$ cat src/rtl/irqc_pkg.sv
package irqc_pkg;
  localparam int REG_AW = 2;

  typedef enum logic [REG_AW-1:0] {
    REG_POL  = 2'd0,
    REG_MODE = 2'd1,
    REG_EN   = 2'd2,
    REG_STAT = 2'd3
  } irqc_reg_e;
endpackage

$ cat src/rtl/irqc_sync.sv
module irqc_sync #(
  parameter int          W       = 4,
  parameter logic        RST_VAL = 1'b1
) (
  input  logic         clk,
  input  logic         rst,
  input  logic [W-1:0] async_in,
  output logic [W-1:0] sync_out
);
  logic [W-1:0] stage1;

  always_ff @(posedge clk) begin
    if (rst) begin
      stage1   <= {W{RST_VAL}};
      sync_out <= {W{RST_VAL}};
    end else begin
      stage1   <= async_in;
      sync_out <= stage1;
    end
  end
endmodule

$ cat src/rtl/irqc_line.sv
module irqc_line (
  input  logic clk,
  input  logic rst,
  input  logic smp,
  input  logic pol,
  input  logic edge_mode,
  input  logic clr,
  output logic act,
  output logic hit,
  output logic status
);
  logic prev_act;

  // polarity 1 = active high, 0 = active low
  assign act = pol ? smp : ~smp;
  // previous sample is held at 0 outside edge mode, so entering edge
  // mode while active yields a transition
  assign hit = edge_mode & act & ~prev_act;

  always_ff @(posedge clk) begin
    if (rst) begin
      prev_act <= 1'b0;
      status   <= 1'b0;
    end else begin
      prev_act <= edge_mode ? act : 1'b0;
      if (edge_mode) status <= hit | (status & ~clr);
      else           status <= act;
    end
  end
endmodule

$ cat src/rtl/irqc_regs.sv
module irqc_regs
  import irqc_pkg::*;
#(
  parameter int N = 4
) (
  input  logic              clk,
  input  logic              rst,
  input  logic              wr_en,
  input  logic [REG_AW-1:0] wr_addr,
  input  logic [N-1:0]      wr_data,
  input  logic              rd_en,
  input  logic [REG_AW-1:0] rd_addr,
  input  logic [N-1:0]      stat,
  output logic [N-1:0]      ctl_pol,
  output logic [N-1:0]      ctl_mode,
  output logic [N-1:0]      ctl_en,
  output logic [N-1:0]      stat_clr,
  output logic [N-1:0]      rd_data
);
  assign stat_clr = (wr_en && wr_addr == REG_STAT) ? wr_data : '0;

  always_ff @(posedge clk) begin
    if (rst) begin
      ctl_pol  <= '0;
      ctl_mode <= '0;
      ctl_en   <= '0;
    end else if (wr_en) begin
      case (wr_addr)
        REG_POL:  ctl_pol  <= wr_data;
        REG_MODE: ctl_mode <= wr_data;
        REG_EN:   ctl_en   <= wr_data;
        default:  ;
      endcase
    end
  end

  always_ff @(posedge clk) begin
    if (rst) begin
      rd_data <= '0;
    end else if (rd_en) begin
      case (rd_addr)
        REG_POL:  rd_data <= ctl_pol;
        REG_MODE: rd_data <= ctl_mode;
        REG_EN:   rd_data <= ctl_en;
        default:  rd_data <= stat;
      endcase
    end
  end
endmodule

$ cat src/rtl/irq_input_conditioner.sv
module irq_input_conditioner
  import irqc_pkg::*;
#(
  parameter int N = 4
) (
  input  logic              clk,
  input  logic              rst,
  input  logic [N-1:0]      pin_in,
  input  logic              wr_en,
  input  logic [REG_AW-1:0] wr_addr,
  input  logic [N-1:0]      wr_data,
  input  logic              rd_en,
  input  logic [REG_AW-1:0] rd_addr,
  output logic [N-1:0]      rd_data,
  output logic [N-1:0]      pending,
  output logic              irq_req
);
  logic [N-1:0] pin_sync;
  logic [N-1:0] ctl_pol, ctl_mode, ctl_en, stat_clr;
  logic [N-1:0] line_act, line_hit, stat;

  irqc_sync #(.W(N), .RST_VAL(1'b1)) u_sync (
    .clk(clk), .rst(rst), .async_in(pin_in), .sync_out(pin_sync)
  );

  irqc_regs #(.N(N)) u_regs (
    .clk(clk), .rst(rst),
    .wr_en(wr_en), .wr_addr(wr_addr), .wr_data(wr_data),
    .rd_en(rd_en), .rd_addr(rd_addr), .stat(stat),
    .ctl_pol(ctl_pol), .ctl_mode(ctl_mode), .ctl_en(ctl_en),
    .stat_clr(stat_clr), .rd_data(rd_data)
  );

  for (genvar i = 0; i < N; i++) begin : g_line
    irqc_line u_line (
      .clk(clk), .rst(rst),
      .smp(pin_sync[i]), .pol(ctl_pol[i]), .edge_mode(ctl_mode[i]),
      .clr(stat_clr[i]),
      .act(line_act[i]), .hit(line_hit[i]), .status(stat[i])
    );
  end

  assign pending = stat;

  always_ff @(posedge clk) begin
    if (rst) irq_req <= 1'b0;
    else     irq_req <= |(stat & ctl_en);
  end
endmodule

$ cat config.mk
export PLATFORM = sky130hd
export DESIGN_NAME = irq_input_conditioner
export DESIGN_NICKNAME = d
export VERILOG_FILES = /design/src/rtl/irqc_pkg.sv /design/src/rtl/irqc_sync.sv /design/src/rtl/irqc_line.sv /design/src/rtl/irqc_regs.sv /design/src/rtl/irq_input_conditioner.sv
export SDC_FILE = /design/constraint.sdc
export NUM_CORES = 1
export LEC_CHECK = 0
export CORE_UTILIZATION = 50
export DETAILED_ROUTE_END_ITERATION = 16
export GPL_ROUTABILITY_DRIVEN = 0
export MAX_ROUTING_LAYER = met4
export PLACE_DENSITY = 0.77
export SYNTH_ARGS = -nofsm -noshare
export SYNTH_HDL_FRONTEND = slang
export SYNTH_SLANG_ARGS = --single-unit
$ cat constraint.sdc
create_clock -name clk -period 1.47 [get_ports clk]
set_input_delay 0.147 -clock clk [delete_from_list [all_inputs] [get_ports clk]]
set_output_delay 0.147 -clock clk [all_outputs]
set_load 0.01 [all_outputs]
==> impl_metrics.py, run 1 <==
metrics = {
    "worst_setup_path": {
        "cp-start-kind": "flip-flop",
        "slowest_stage": "clkdlybuf4s50_1",
        "r2r_cells": 3,
        "crit_buf_inv": 1,
        "critPathKind": "reg2out",
        "crit_arrival_ps": 1240,
        "worstReg2RegStart": "u_regs.ctl_mode[1]",
        "worstSetupEndpointType": "primary output",
        "startpoint": "g_line[0].u_line.status",
        "cp.depth": 1,
        "cpLargestDelayFamily": "buffers and inverters",
        "crit_chain": "clkdlybuf4s50_1",
        "path_max_fanout": 4,
        "required_ps": 1320,
        "critPathMaxStageDelay_ps": 550,
    },
    "yosys": {
        "ys_types": 17,
        "synth_area_leaders": "dfxtp_1 50%, mux2i_1 12%, mux4_1 7.9%, nor2_1 4.5%, or2_2 3.8%",
        "synth_cells": 118,
        "synth_top_cell_by_area": "dfxtp_1",
        "synth_nets": 134,
        "yosys.area.top_type_share_pct": 49.8,
        "ys_warn_count": 0,
        "avgSynthCellArea_um2": 11.2,
        "netlist_area_um2": 1330,
        "ys_seq_area_share_pct": 49.8,
        "ys_ff_latch": 33,
    },
    "cells_and_area": {
        "synthToLayoutAreaGrowth_pct": 26.5,
        "layout.cells.non_filler": 178,
        "n_fill_cell": 203,
        "n_antenna_cell": 0,
        "nets": 163,
        "drive_above_1_share_pct": 20.3,
    },
    "clock_tree": {
        "cts_buffers": 5,
        "ctsLongestPathBuffers": 2,
        "worstSkewPairLatency_ps": 320,
        "h-tree-depth": 2,
        "cts_root_buf": "clkbuf_4",
        "cts_tree": "yes",
        "cts.sinks": 33,
        "cts.clk_slew.worst_paths_ps": 90,
    },
    "global_routing": {
        "met3_usage_pct": 6.03,
        "grt_use_total_pct": 21.7,
        "grt_max_degree": 34,
        "grt_pass1_wl_um": 4080,
        "grt_overflow": 0,
        "use_met1_pct": 25.0,
        "antenna_found_initial": 0,
        "grt_pass1_vias": 955,
        "use_met2_pct": 32.5,
        "grt_busiest_layer": "met2",
    },
    "timing": {
        "drv_slew": 0,
        "max_freq_ghz": 0.720,
        "finalCritPeriodShare_pct": 94.5,
        "finalHoldViolations": 0,
        "worst_slew_pin_slew_ps": 309,
        "setup_viol": 0,
        "layout_setup_ws_ps": 80.5,
        "fin_skew_ps": 6.72,
        "rsz0062_at_grt": "no",
        "fin_crit_ps": 1390,
        "slew_headroom_pct": 79.3,
    },
    "drt": {
        "avgViaCountPerCell": 5.38,
        "totalWireLength_um": 2420,
        "first_iter_violations": 22,
        "num_vias": 957,
        "drtAntennaViolNets": 0,
        "drc": 0,
        "routedWlPerCell_um": 13.6,
        "first_pass_iters": 4,
    },
    "placed_design": {
        "pre_cts_ws_ps": -209,
        "placed_cells": 170,
        "portBuffers": 24,
        "dpl.hpwl_um": 1780,
    },
    "floorplanning": {
        "ios": 25,
        "rows": 18,
        "initial_utilization_pct": 53.1,
        "core_um2": 2500,
        "die_x_um": 53.5,
        "chipHeight_um": 53.5,
        "dieArea_um2": 2860,
    },
    "hold_path": {
        "hold_class": "in2reg",
        "hold_start": "pin_in[1]",
        "worstHoldPathCells": 2,
    },
    "status": {
        "status": "finished clean",
    },
    "power_and_ir_drop": {
        "power.density_nw_per_um2": 950,
        "power.total_mw": 1.59,
        "ir_worst_vdd_mv": 0.665,
        "power_leakage_nw": 0.716,
    },
    "run": {
        "maxCapViolCount": 0,
    },
}
-- per-layer routing --
layer | up-vias | routed length (um)
met1 | 440 | 1090
met4 | 0 | 27
met3 | 4 | 151
met5 | - | 0
li1 | 476 | -
met2 | 37 | 1160
-- repair_timing --
item | in CTS | in global routing
setup buffers | 0 | 0
hold buffers | 0 | 0
gates resized for setup | 0 | 4
endpoints found under the setup margin | 0 | 4
-- sequential cells by signal (all words and copies together), names as in the netlist --
register,count
g_line.u_line.prev_act,4
g_line.u_line.status,4
u_regs.ctl_en,4
u_regs.ctl_mode,4
u_regs.ctl_pol,4
u_regs.rd_data,4
u_sync.stage1,4
u_sync.sync_out,4
irq_req,1
-- layout make-up --
class                           instances  area, um^2  area share [%]
Clock buffer                            8        48.8            2.91
Multi-Input combinational cell         74         604            36.0
Sequential cell                        33         664            39.6
Tap cell                               30        37.5            2.24
Timing Repair Buffer                   33         323            19.2
-- logic make-up after synthesis --
family          share of synthesized area (%)
xor+xnor                                 2.64
simple gates                             14.2
buf+inv                                  4.62
compound gates                           8.68
flops                                    49.8
mux                                      20.0
-- path summary, 6_finish.rpt --
check                            end  slack (ps)
hold reg to reg   u_sync.sync_out[2]         400
setup reg to reg   u_regs.rd_data[1]         270
hold / removal      u_sync.stage1[1]         370
setup / recovery          pending[0]          80
-- report_power, final --
group | total [mW] | switching, mW | internal [mW] | leakage, nW
clock network | 0.461 | 0.270 | 0.190 | 0.0265
registers | 0.946 | 0.0215 | 0.924 | 0.271
logic | 0.187 | 0.0729 | 0.115 | 0.419
-- placed cells by master, fill, tap and decap left out, types with 4 or more instances in the layout --
master and count:
dfxtp_1 30, clkdlybuf4s50_1 23, mux2i_1 16, nor2_1 16, or2_2 8, buf_4 8, a21oi_1 5, clkbuf_4 5
xor2_1 4, nor3b_1 4, nand2_1 4, a41oi_1 4, o21ba_2 4, mux4_1 4
-- Yosys cell counts --
library cell / count
buf_4: 4
clkbuf_1: 3
or2_2: 8
xor2_1: 4
mux2i_1: 16
a22oi_1: 2
buf_2: 4
o21ba_2: 4
nor2_1: 16
a21oi_1: 5
nor3b_4: 1
nor3b_1: 4
dfxtp_1: 33
nand3b_1: 2
nand2_1: 4
a41oi_1: 4
mux4_1: 4
-- through the flow --
step           hold slack, ps  instance area [um^2]  setup TNS (ps)  utilization, %
4_1_cts                   363                  1670               0            66.9
5_1_grt                   366                  1680               0            67.1
3_3_place_gp              392                  1620            -455            64.9
3_5_place_dp              392                  1620            -721            64.9
2_1_floorplan             251                  1330               0               -
6_report                  374                  1680               0            67.1
Note: power is estimated with default switching activity, not from simulation.
==> run 2, diff against run 1 <==
--- a/config.mk
+++ b/config.mk
@@ -5,6 +5,7 @@
 export SDC_FILE = /design/constraint.sdc
 export NUM_CORES = 1
 export LEC_CHECK = 0
+export CORE_MARGIN = 2
 export CORE_UTILIZATION = 50
 export DETAILED_ROUTE_END_ITERATION = 16
 export GPL_ROUTABILITY_DRIVEN = 0
==> run 2 against run 1 <==
Final area grew 1.1%; non-clock buffer count grew 2; critical path type unchanged; highest routed layer unchanged; total power grew 3.0%.
==> impl_metrics.py, run 2 (synthesized netlist as in run 1, its figures left out) <==
metrics = {
    "run": {
        "maxCapViolCount": 0,
    },
    "cells_and_area": {
        "synthToLayoutAreaGrowth_pct": 27.9,
        "layout_common_cells": "30 x dfxtp_1, 24 x clkdlybuf4s50_1, 16 x mux2i_1, 16 x nor2_1, 10 x buf_4",
        "n_fill_cell": 200,
        "regArea_um2": 664,
        "final_common_cell": "dfxtp_1",
        "n_antenna_cell": 0,
        "layout.cells.non_filler": 179,
        "nets": 165,
        "multi_input_area_um2": 604,
        "drive_above_1_share_pct": 22.1,
    },
    "timing": {
        "finalSetupTns_ps": 0,
        "finalHoldViolations": 0,
        "max_freq_ghz": 0.704,
        "worst_slew_pin_slew_ps": 286,
        "layout_setup_ws_ps": 49.1,
        "setup_viol": 0,
        "slew_headroom_pct": 80.9,
        "drv_slew": 0,
        "finalCritPeriodShare_pct": 96.7,
        "rsz0062_at_grt": "no",
        "fin_skew_ps": 4.98,
        "fin_crit_ps": 1420,
    },
    "clock_tree": {
        "h-tree-depth": 2,
        "cts_root_buf": "clkbuf_4",
        "cts_tree": "yes",
        "cts_buffers": 5,
        "cts.sinks": 33,
        "ctsLongestPathBuffers": 2,
        "cts.clk_slew.worst_paths_ps": 90,
        "ctsHoldBuffers": 0,
        "worstSkewPairLatency_ps": 330,
    },
    "floorplanning": {
        "initial_utilization_pct": 53.1,
        "rows": 18,
        "core_um2": 2500,
        "dieArea_um2": 3080,
        "ios": 25,
        "die_x_um": 55.5,
        "chipHeight_um": 55.5,
    },
    "worst_setup_path": {
        "crit_arrival_ps": 1270,
        "slowest_stage": "clkdlybuf4s50_1",
        "cpLargestDelayFamily": "buffers and inverters",
        "critPathMaxStageDelay_ps": 550,
        "critPathKind": "reg2out",
        "worstSetupEndpointType": "primary output",
        "required_ps": 1320,
        "cp-start-kind": "flip-flop",
        "crit_buf_inv": 1,
        "crit_chain": "clkdlybuf4s50_1",
        "path_max_fanout": 4,
    },
    "power_and_ir_drop": {
        "switching_power_mw": 0.375,
        "pwr-share-clk_pct": 30.8,
        "power_leakage_nw": 0.712,
        "ir_worst_vdd_mv": 0.857,
        "p_int_mw": 1.27,
        "pwr-share-seq_pct": 57.6,
        "power.density_nw_per_um2": 968,
        "switching_share_pct": 22.8,
        "comb_power_share_pct": 11.6,
    },
    "global_routing": {
        "grt_pass1_wl_um": 4370,
        "grt_pass1_vias": 990,
        "grt_use_total_pct": 19.0,
        "antenna_found_initial": 0,
        "grt_overflow": 0,
        "grt_max_degree": 34,
    },
    "drt": {
        "drc": 0,
        "num_vias": 944,
        "drtAntennaViolNets": 0,
        "first_iter_violations": 18,
        "first_pass_iters": 4,
        "avgViaCountPerCell": 5.27,
        "totalWireLength_um": 2490,
        "routedWlPerCell_um": 13.9,
    },
    "placed_design": {
        "dpl.hpwl_um": 1790,
        "placed_cells": 172,
        "portBuffers": 24,
        "pre_cts_ws_ps": -170,
    },
    "status": {
        "status": "finished clean",
    },
    "hold_path": {
        "hold_class": "in2reg",
    },
}
-- run 2: final timing paths --
| check | start | endpoint | slack, ps | cells past startpoint |
|---|---|---|---|---|
| worst max-delay path | g_line[3].u_line.status | pending[3] | 50 | 1 |
| worst min-delay path | pin_in[0] | u_sync.stage1[0] | 370 | 2 |
| worst max register to register | u_regs.ctl_mode[1] | u_regs.rd_data[1] | 290 | 3 |
| worst min register to register | u_sync.stage1[2] | u_sync.sync_out[2] | 410 | 1 |
-- run 2: what timing repair did --
action                                  in CTS  in global routing
resized for setup                            1                  2
endpoints found under the hold margin        0                  0
gates cloned                                 0                  0
setup buffers                                0                  0
endpoints found under the setup margin       1                  2
-- run 2: per-layer routing --
layer  share of wire [%]  global-route usage [%]
met4                 2.2                    11.5
met5                   0                       -
met2                  45                    28.2
met1                  48                    22.9
met3                 5.3                    5.39
-- run 2: power groups by stage --
stage	registers [mW]	logic [mW]	clock network [mW]
final	0.946	0.190	0.506
after detailed placement	0.966	0.190	0
after floorplan	0.960	0.100	0
after global placement	0.965	0.185	0
after CTS	0.946	0.191	0.520
after global routing	0.951	0.206	0.562
-- run 2: layout make-up --
type	instances	share of cell area (%)
Multi-Input combinational cell	74	35.6
Sequential cell	33	39.2
Timing Repair Buffer	35	19.8
Tap cell	30	2.21
Clock buffer	7	3.24
-- run 2: per-stage QoR --
step | power (mW) | hold slack, ps | instance area, um^2 | util, %
2_1_floorplan | 1.06 | 251 | 1330 | -
3_3_place_gp | 1.15 | 392 | 1640 | 65.5
3_5_place_dp | 1.16 | 397 | 1640 | 65.5
4_1_cts | 1.66 | 356 | 1690 | 67.8
5_1_grt | 1.72 | 364 | 1700 | 67.9
6_report | 1.64 | 366 | 1700 | 67.9
==> run 3, diff against run 2 <==
--- a/config.mk
+++ b/config.mk
@@ -9,6 +9,7 @@
 export CORE_UTILIZATION = 50
 export DETAILED_ROUTE_END_ITERATION = 16
 export GPL_ROUTABILITY_DRIVEN = 0
+export HOLD_SLACK_MARGIN = 0.12
 export MAX_ROUTING_LAYER = met4
 export PLACE_DENSITY = 0.77
 export SYNTH_ARGS = -nofsm -noshare
==> results of run 3 <==
Final layout, timing and power as in run 2 (identical DEF).
